===== config.mk =====
export PLATFORM = sky130hd
export DESIGN_NAME = dtmf_rx_qual
export DESIGN_NICKNAME = d
export VERILOG_FILES = /design/src/rtl/dtmf_rx_qual_pkg.sv /design/src/rtl/tdq_windows.sv /design/src/rtl/tdq_subtick.sv /design/src/rtl/tdq_fsm.sv /design/src/rtl/dtmf_rx_qual.sv
export SDC_FILE = /design/constraint.sdc
export NUM_CORES = 1
export LEC_CHECK = 0
export ABC_AREA = 1
export BUFFER_PORTS_ARGS = -buffer_cell sky130_fd_sc_hd__buf_2
export CAP_MARGIN = 5
export CORE_MARGIN = 4
export CORE_UTILIZATION = 43
export DETAILED_ROUTE_END_ITERATION = 10
export PLACE_DENSITY = 0.64
export SLEW_MARGIN = 20
export SYNTH_ARGS = -nofsm -noshare
export SYNTH_HDL_FRONTEND = slang
export SYNTH_SLANG_ARGS = --single-unit

===== constraint.sdc =====
create_clock -name clk -period 3.4 [get_ports clk]
set_clock_uncertainty 0.1 [all_clocks]
set_input_delay 0.17 -clock clk [delete_from_list [all_inputs] [get_ports clk]]
set_output_delay 0.17 -clock clk [all_outputs]
set_load 0.02 [all_outputs]

===== src/rtl/dtmf_rx_qual_pkg.sv =====
package dtmf_rx_qual_pkg;

  typedef enum logic [1:0] {
    QS_IDLE   = 2'd0,
    QS_QUAL   = 2'd1,
    QS_STROBE = 2'd2,
    QS_HOLD   = 2'd3
  } qual_state_t;

  function automatic int max3(input int a, input int b, input int c);
    int m;
    m = (a > b) ? a : b;
    return (m > c) ? m : c;
  endfunction

endpackage


===== src/rtl/tdq_windows.sv =====
module tdq_windows #(
  parameter int CW     = 6,
  parameter int ACC_N  = 41,
  parameter int ACC_F  = 26,
  parameter int BRK_N  = 6,
  parameter int BRK_F  = 4,
  parameter int REL_N  = 28,
  parameter int REL_F  = 20
) (
  input  logic          fast_sel,
  output logic [CW-1:0] acc_lim,
  output logic [CW-1:0] brk_lim,
  output logic [CW-1:0] rel_lim
);

  localparam logic [CW-1:0] ACC_NV = CW'(ACC_N);
  localparam logic [CW-1:0] ACC_FV = CW'(ACC_F);
  localparam logic [CW-1:0] BRK_NV = CW'(BRK_N);
  localparam logic [CW-1:0] BRK_FV = CW'(BRK_F);
  localparam logic [CW-1:0] REL_NV = CW'(REL_N);
  localparam logic [CW-1:0] REL_FV = CW'(REL_F);

  always_comb begin
    if (fast_sel) begin
      acc_lim = ACC_FV;
      brk_lim = BRK_FV;
      rel_lim = REL_FV;
    end else begin
      acc_lim = ACC_NV;
      brk_lim = BRK_NV;
      rel_lim = REL_NV;
    end
  end

endmodule


===== src/rtl/tdq_subtick.sv =====
module tdq_subtick #(
  parameter int DELAY = 150
) (
  input  logic clk,
  input  logic rst,
  input  logic run,
  output logic done
);

  localparam int SW = (DELAY < 2) ? 1 : $clog2(DELAY);
  localparam logic [SW-1:0] LAST = SW'(DELAY - 1);

  logic [SW-1:0] cnt;

  always_ff @(posedge clk) begin
    if (rst || !run) begin
      cnt <= '0;
    end else if (cnt != LAST) begin
      cnt <= cnt + 1'b1;
    end
  end

  assign done = run && (cnt == LAST);

  AST_SUB_RANGE: assert property (@(posedge clk) disable iff (rst)
    run && !done |=> run && (cnt == $past(cnt) + 1'b1)) else $error("subtick step");

endmodule


===== src/rtl/tdq_fsm.sv =====
module tdq_fsm
  import dtmf_rx_qual_pkg::*;
#(
  parameter int CW = 6
) (
  input  logic          clk,
  input  logic          rst,
  input  logic          tick,
  input  logic          valid,
  input  logic [3:0]    key,
  input  logic [CW-1:0] acc_lim,
  input  logic [CW-1:0] brk_lim,
  input  logic [CW-1:0] rel_lim,
  input  logic          delay_done,
  output logic          delay_run,
  output logic [3:0]    code_q,
  output logic          strobe_q
);

  qual_state_t   st;
  logic [CW-1:0] elapsed;
  logic [CW-1:0] gap;
  logic [CW-1:0] quiet;
  logic [3:0]    cand;
  logic [CW-1:0] elapsed_nx;
  logic [CW-1:0] gap_nx;
  logic [CW-1:0] quiet_nx;

  assign elapsed_nx = elapsed + 1'b1;
  assign gap_nx     = gap + 1'b1;
  assign quiet_nx   = quiet + 1'b1;
  assign delay_run  = (st == QS_STROBE);

  always_ff @(posedge clk) begin
    if (rst) begin
      st       <= QS_IDLE;
      elapsed  <= '0;
      gap      <= '0;
      quiet    <= '0;
      cand     <= 4'h0;
      code_q   <= 4'h0;
      strobe_q <= 1'b0;
    end else begin
      case (st)
        QS_IDLE: begin
          if (tick && valid) begin
            cand    <= key;
            elapsed <= CW'(1);
            gap     <= '0;
            st      <= QS_QUAL;
          end
        end
        QS_QUAL: begin
          if (tick) begin
            if (valid) begin
              gap <= '0;
              if (elapsed_nx >= acc_lim) begin
                code_q <= cand;
                st     <= QS_STROBE;
              end else begin
                elapsed <= elapsed_nx;
              end
            end else if (gap_nx >= brk_lim) begin
              st <= QS_IDLE;
            end else begin
              gap     <= gap_nx;
              elapsed <= (elapsed_nx >= acc_lim) ? acc_lim : elapsed_nx;
            end
          end
        end
        QS_STROBE: begin
          if (delay_done) begin
            strobe_q <= 1'b1;
            quiet    <= '0;
            st       <= QS_HOLD;
          end
        end
        QS_HOLD: begin
          if (tick) begin
            if (valid) begin
              quiet <= '0;
            end else if (quiet_nx >= rel_lim) begin
              strobe_q <= 1'b0;
              code_q   <= 4'h0;
              st       <= QS_IDLE;
            end else begin
              quiet <= quiet_nx;
            end
          end
        end
        default: st <= QS_IDLE;
      endcase
    end
  end

  AST_GAP_BELOW_WINDOW: assert property (@(posedge clk) disable iff (rst)
    (st == QS_QUAL) |-> (gap < brk_lim)) else $error("gap window");
  AST_QUIET_BELOW_RELEASE: assert property (@(posedge clk) disable iff (rst)
    (st == QS_HOLD) |-> (quiet < rel_lim)) else $error("quiet window");
  AST_STROBE_CODE_STABLE: assert property (@(posedge clk) disable iff (rst)
    $rose(strobe_q) |-> $stable(code_q)) else $error("code moved at strobe");
  AST_CODE_HELD: assert property (@(posedge clk) disable iff (rst)
    strobe_q && $past(strobe_q) |-> $stable(code_q)) else $error("code changed in hold");
  AST_CLEAR_TOGETHER: assert property (@(posedge clk) disable iff (rst)
    $fell(strobe_q) |-> (code_q == 4'h0)) else $error("release split");
  AST_NO_STROBE_IDLE: assert property (@(posedge clk) disable iff (rst)
    (st == QS_IDLE) |-> !strobe_q) else $error("strobe in idle");

endmodule


===== src/rtl/dtmf_rx_qual.sv =====
module dtmf_rx_qual
  import dtmf_rx_qual_pkg::*;
#(
  parameter int ACC_N        = 41,
  parameter int ACC_F        = 26,
  parameter int BRK_N        = 6,
  parameter int BRK_F        = 4,
  parameter int REL_N        = 28,
  parameter int REL_F        = 20,
  parameter int SP_DELAY_CYC = 150
) (
  input  logic       clk,
  input  logic       rst,
  input  logic       ms_tick,
  input  logic       tone_valid,
  input  logic [3:0] tone_code,
  input  logic       fast_sel,
  output logic [3:0] rx_code,
  output logic       rx_strobe
);

  localparam int MAXLIM = max3(max3(ACC_N, ACC_F, BRK_N), max3(BRK_F, REL_N, REL_F), 2);
  localparam int CW     = $clog2(MAXLIM + 2);

  logic [CW-1:0] acc_lim;
  logic [CW-1:0] brk_lim;
  logic [CW-1:0] rel_lim;
  logic          delay_run;
  logic          delay_done;

  tdq_windows #(
    .CW(CW), .ACC_N(ACC_N), .ACC_F(ACC_F), .BRK_N(BRK_N),
    .BRK_F(BRK_F), .REL_N(REL_N), .REL_F(REL_F)
  ) i_windows (
    .fast_sel (fast_sel),
    .acc_lim  (acc_lim),
    .brk_lim  (brk_lim),
    .rel_lim  (rel_lim)
  );

  tdq_subtick #(.DELAY(SP_DELAY_CYC)) i_subtick (
    .clk  (clk),
    .rst  (rst),
    .run  (delay_run),
    .done (delay_done)
  );

  tdq_fsm #(.CW(CW)) i_fsm (
    .clk        (clk),
    .rst        (rst),
    .tick       (ms_tick),
    .valid      (tone_valid),
    .key        (tone_code),
    .acc_lim    (acc_lim),
    .brk_lim    (brk_lim),
    .rel_lim    (rel_lim),
    .delay_done (delay_done),
    .delay_run  (delay_run),
    .code_q     (rx_code),
    .strobe_q   (rx_strobe)
  );

  AST_RESET_QUIET: assert property (@(posedge clk)
    $past(rst) |-> !rx_strobe && (rx_code == 4'h0)) else $error("reset state");

endmodule


After elaboration in Yosys (flattened, before gate mapping)
Cells that the tools add are included.
Widths: inputs -> output; s select.
{"block": "totals", "ff_bits": 37, "inputBits": 9, "output_inout_bits": 5, "wordCells": 90}
{"block": "classes", "addsub": 4, "magnitude_cmp": 3, "n_eq_ne": 18, "muxes": 42, "n_reduce_logical": 15}
{"op": "$mux 6", "n": 15}
{"op": "$pmux 6 s2", "n": 3}
{"op": "$mux 4", "n": 7}
{"op": "$mux 2", "n": 10}
{"op": "$add 6x1->6 const B", "n": 3}
{"op": "$ne 2x2->1 const B", "n": 5}
{"op": "$reduce_and 5->1", "n": 2}
{"op": "$ne 3x3->1 const B", "n": 3}
{"op": "$add 8x1->8 const B", "n": 1}
{"op": "$eq 8x8->1 const B", "n": 1}
{"op": "$ne 8x8->1 const B", "n": 1}
{"op": "$pmux 2 s4", "n": 1}
{"op": "$pmux 4 s2", "n": 1}
{"op": "$reduce_and 4->1", "n": 2}
{"op": "$reduce_and 8->1", "n": 1}
{"op": "$reduce_and 7->1", "n": 1}
{"op": "$ge 6x3->1", "n": 1}
{"op": "$ge 6x5->1", "n": 1}
{"op": "$ge 6x6->1", "n": 1}
{"op": "$ne 2x1->1 const B", "n": 3}
{"op": "$ne 3x2->1 const B", "n": 2}
{"op": "$reduce_bool 2->1", "n": 3}
{"op": "$eq 2x2->1 const B", "n": 2}
{"op": "$mux 1", "n": 4}
{"op": "7 further kinds", "n": 8}

Depth between registers and ports, before layout
{"block": "depth", "word_depth": 7, "ltp_mapped": 15, "depth_no_buf": 15}

Modules after synthesis
From an unflattened synthesis, not the netlist that was laid out.
{"block": "unflattened", "hier_cells": 390, "area_unflattened_um2": 2631.3}
{"mod": "tdq_fsm", "n_inst": 1, "cells_per_inst": 299, "area_each_um2": 2008.2, "seq_area_each_um2": 580.6}
{"mod": "tdq_subtick", "n_inst": 1, "cells_per_inst": 71, "area_each_um2": 484.2, "seq_area_each_um2": 160.2}
{"mod": "tdq_windows", "n_inst": 1, "cells_per_inst": 20, "area_each_um2": 138.9, "seq_area_each_um2": 0.0}

Worst setup path after synthesis
OpenSTA, ideal clock, no wires.
{"block": "synth_path", "path_type": "register to register", "start": "reg i_fsm.elapsed[0]", "end": "reg i_fsm.elapsed[0]", "setup_time_ps": 117, "arrival_time_ps": 1837, "required_time_ps": 3183, "path_slack_ps": 1346, "stages_incl_launch_ff": 15, "n_path_buf": 0, "period_less_slack_ps": 2054, "path_cell_list": "dfxtp_1 -> ha_1 -> nand3_1 -> xor2_1 -> inv_1 -> ha_1 -> nand2_1 -> inv_1 -> nand3_2 -> nand2_2 -> nand2_1 -> nand3_4 -> inv_2 -> o21ai_0 -> nor2_1"}
{"block": "synth_via", "elab_chain_len": 7, "elab_cells_between_ends": 10, "cone_classes": "add/sub: 1; order compare: 1; eq/ne: 1; mux: 6; reduce/logical: 1"}
{"item": "start, declared", "line_no": "tdq_fsm.sv:21", "source": "logic [CW-1:0] elapsed;"}
{"item": "start signal, assigned", "line_no": "tdq_fsm.sv:61", "source": "elapsed <= elapsed_nx;"}
{"item": "start signal, assigned", "line_no": "tdq_fsm.sv:67", "source": "elapsed <= (elapsed_nx >= acc_lim) ? acc_lim : elapsed_nx;"}
{"item": "$add 6x1->6 *", "line_no": "tdq_fsm.sv:29", "source": "assign elapsed_nx = elapsed + 1'b1;"}
{"item": "$ge 6x6->1", "line_no": "tdq_fsm.sv:57, tdq_fsm.sv:67"}
{"item": "$mux 6", "line_no": "tdq_fsm.sv:67"}
{"item": "$mux 6", "line_no": "tdq_fsm.sv:63", "source": "end else if (gap_nx >= brk_lim) begin"}
{"item": "$mux 6", "line_no": "tdq_fsm.sv:55", "source": "if (valid) begin"}
{"item": "$mux 6", "line_no": "tdq_fsm.sv:54", "source": "if (tick) begin"}
{"item": "$pmux 6 s2", "line_no": "tdq_fsm.sv:44", "source": "case (st)"}
Every way passes the cells marked *; elsewhere a longest branch is shown, timed or not. The select of a mux whose other input is x is not followed.
A chain may end at the register's enable or synchronous reset.

Final worst setup path
{"block": "layout_path", "start": "reg i_fsm.quiet[2]", "end": "reg i_fsm.quiet[3]"}
{"block": "layout_via", "elab_chain_len": 5, "elab_cells_between_ends": 8, "cone_classes": "add/sub: 1; order compare: 1; eq/ne: 1; mux: 4; reduce/logical: 1"}
{"item": "start, declared", "line_no": "tdq_fsm.sv:23", "source": "logic [CW-1:0] quiet;"}
{"item": "start signal, assigned", "line_no": "tdq_fsm.sv:87", "source": "quiet <= quiet_nx;"}
{"item": "$add 6x1->6 *", "line_no": "tdq_fsm.sv:31", "source": "assign quiet_nx = quiet + 1'b1;"}
{"item": "parallel branches: the longest is 4 deep, another holds $ge 6x5->1"}
Every way passes the cells marked *. The select of a mux whose other input is x is not followed.

==> metrics.txt <==
status=finished, final reports clean; WP data arrival=2.38 ns; peak ir drop on the vdd network=0.000253 V; routability cong.=0.784; RSZ-0062 raised after global routing=no; hold path cells=3; Synth warnings=0; worst slew pin tran=0.521 ns; post-DP HPWL=3.20 mm; Final setup viols=0; Multi-input gate area=1220 um2; share of cells above drive strength 1=0.145; vias in the first global route=1709; Crit-path slowest cell=dfxtp_1; Pins Over Slew Limit=0; Psw=212 uW; Hold WS=0.0655 ns; crit path max fanout=11; Design Power=913 uW; Final Net Count=344; main flop type after synthesis=dfxtp_1; vias per inst=4.90; TritonCTS Buffers=5; grt ovf=0; root buf cell=clkbuf_8; worst-case clock buffer depth=2; WL per Instance=11.0 um; drt drc=0; Tcrit/Tclk final=0.683; FMAX=431 MHz; CP cell instances=nand2_1 > inv_1 > nand2_1 > xor2_1 > inv_1 > ha_1 > nand3_1 > nand2_1 > nand2_1 > nand3_1 > a21oi_2 > o21ai_0 > o21ai_0 > nor2_1; Reg clk slew, reported paths=0.07 ns; crit path capture type=flop; storage element area=741 um2; Die Wd=79.0 um; #FFs+latches synth=37; combinational share of power=0.078; Slew HR=0.653; max-cap viol count=0; CTS tree=yes; syn_area_per_cell=7.05 um2; CTS H-tree lvls=2; r2r setup slk=1.08 ns; sequential power share=0.488; die span in y=79.0 um; Min-Delay Startpoint=tone_code[0]; later-pin clock latency in the skew report=0.29 ns; Critical R2R Launch=i_fsm.quiet[2]; die area=6230 um2; clock share of power=0.434; overall via count from detail_route=1915; drt total wl=4.32 mm; worst reg2reg endpoint=i_fsm.quiet[3]; Syn Inst Count=307; most used cell, CP=nand2_1; post-synth net total=328; core region area=4790 um2; asr flop ratio synth=0; Switching Share=0.232; worst endpoint required time=3.46 ns; CTS sink cnt=37; fillers=493; number of I/O pins=14; initial antenna violation count=0; cts hold-fix bufs=0; diodes inserted=0; # Post-CTS Setup Buffers=0; Crit path largest cell delay=0.41 ns; Detailed Routing Iterations Pass 1=4; nature of the critical path startpoint=flop; largest net degree at the start of global routing=24; Unique masters post-synth=33; worst r2r path cells=14; first-pass GRT wire length=7.46 mm; GRT Overall Usage=0.147; Syn Std Cell Area=2160 um2; HP Class=in2reg; number of synthesized flops with an enable pin=0; Worst Hold End=i_fsm.cand[0]; power density over the cells=379 nW/um2; Pleak=0.00103 uW; Int Power=702 uW; crit path time final=2.32 ns; register area share after synthesis=0.342; final hold vios=0; Port Buf Inserts=13; Fin Setup TNS=0 ns; Synth-to-Final Area Change=11.3%; ANT nets after route=0; WS Path Type=reg2reg; post-cts sizing count=0; Initial DRC Count=47; Starting Density=0.452; # rows=25
per-stage QoR:
step                 util  setup WS, ns  std cells  cell area (um2)
floorplan               -          1.35        307             2160
global placement    0.479          1.07        383             2290
detailed placement  0.479          1.04        383             2290
CTS                 0.504          1.03        391             2410
global route        0.504         0.741        391             2410
finish              0.504          1.08        391             2410
critical path: cells and delay by family (launching register included):
| family | cells | cell delay (ns) |
|---|---|---|
| flops | 1 | 0.41 |
| fa+ha+maj | 1 | 0.26 |
| simple gates | 7 | 0.48 |
| xor+xnor | 1 | 0.16 |
| compound gates | 3 | 0.65 |
| buf+inv | 2 | 0.14 |
worst max path at each step:
stage / from / to / slack (ns) / cells after the start
finish: i_fsm.quiet[2] / i_fsm.quiet[3] / 1.08 / 14
CTS: i_fsm.quiet[2] / i_fsm.quiet[3] / 1.03 / 14
floorplan: i_fsm.elapsed[0] / i_fsm.elapsed[0] / 1.35 / 14
detailed placement: i_fsm.quiet[2] / i_fsm.quiet[3] / 1.04 / 14
global route: i_fsm.quiet[2] / i_fsm.quiet[3] / 0.74 / 14
global placement: i_fsm.quiet[2] / i_fsm.quiet[3] / 1.07 / 14
metal layers:
layer,track usage,up-vias,wire length (um)
met5,0,-,0
met4,0.0515,0,61
met3,0.0306,7,84
met2,0.243,15,1960
met1,0.191,862,2210
li1,-,1031,-
synthesized netlist by cell type, types with 2 or more instances:
| cell | n | share of area |
|---|---|---|
| inv_2 | 3 | 0.0052 |
| nor3_1 | 6 | 0.014 |
| nand2_1 | 65 | 0.11 |
| a211oi_1 | 3 | 0.010 |
| o21bai_1 | 4 | 0.014 |
| o21ai_0 | 19 | 0.044 |
| nor2_4 | 2 | 0.010 |
| nor2_2 | 3 | 0.0087 |
| xor2_1 | 3 | 0.012 |
| nand2_2 | 5 | 0.014 |
| inv_1 | 46 | 0.080 |
| o21ai_2 | 2 | 0.0081 |
| dfxtp_1 | 37 | 0.34 |
| a21oi_2 | 4 | 0.016 |
| nor2_1 | 26 | 0.045 |
| ha_1 | 12 | 0.069 |
| or2_2 | 2 | 0.0058 |
| xnor2_1 | 3 | 0.012 |
| a21oi_1 | 19 | 0.044 |
| nand3_1 | 22 | 0.051 |
| nand4_1 | 8 | 0.023 |
| clkbuf_1 | 2 | 0.0035 |
layout by cell type (no fill, tap or decap), drive strengths merged, types with 8 or more instances in the layout:
master / n
inv: 49
nand3: 24
a21oi: 23
nand2: 71
buf: 13
o21ai: 22
dfxtp: 37
nor2: 31
nand4: 8
ha: 12
flip-flops by register name (all words and copies together) (netlist names), named ones only:
signal and flops:
i_fsm.quiet 6, i_fsm.gap 6, i_fsm.st 1, i_fsm.code_q 4
i_fsm.strobe_q 1, i_subtick.cnt 8, i_fsm.elapsed 6, i_fsm.cand 4
power groups by stage:
stage	Clock, uW	Sequential (uW)	Combinational, uW
2_1_floorplan	0	453	54.4
3_3_place_gp	0	456	70.9
3_5_place_dp	0	456	70.9
4_1_cts	407	446	71.6
5_1_grt	426	447	81.4
6_report	396	446	71.3
kinds of logic after synthesis:
group / synth area share
adders and majority gates: 0.0694
DFF: 0.342
buffers and inverters: 0.0942
AOI/OAI and AO/OA: 0.164
and+or+nand+nor: 0.306
xor gates and xnor gates: 0.0243
area by class of cell:
class / instances / share of cell area
Multi-Input combinational cell: 217 / 0.506
Inverter: 49 / 0.0763
Clock buffer: 7 / 0.0358
Sequential cell: 37 / 0.307
Timing Repair Buffer: 13 / 0.0270
Clock inverter: 1 / 0.0125
Tap cell: 67 / 0.0348
(Power assumes the default switching activity.)
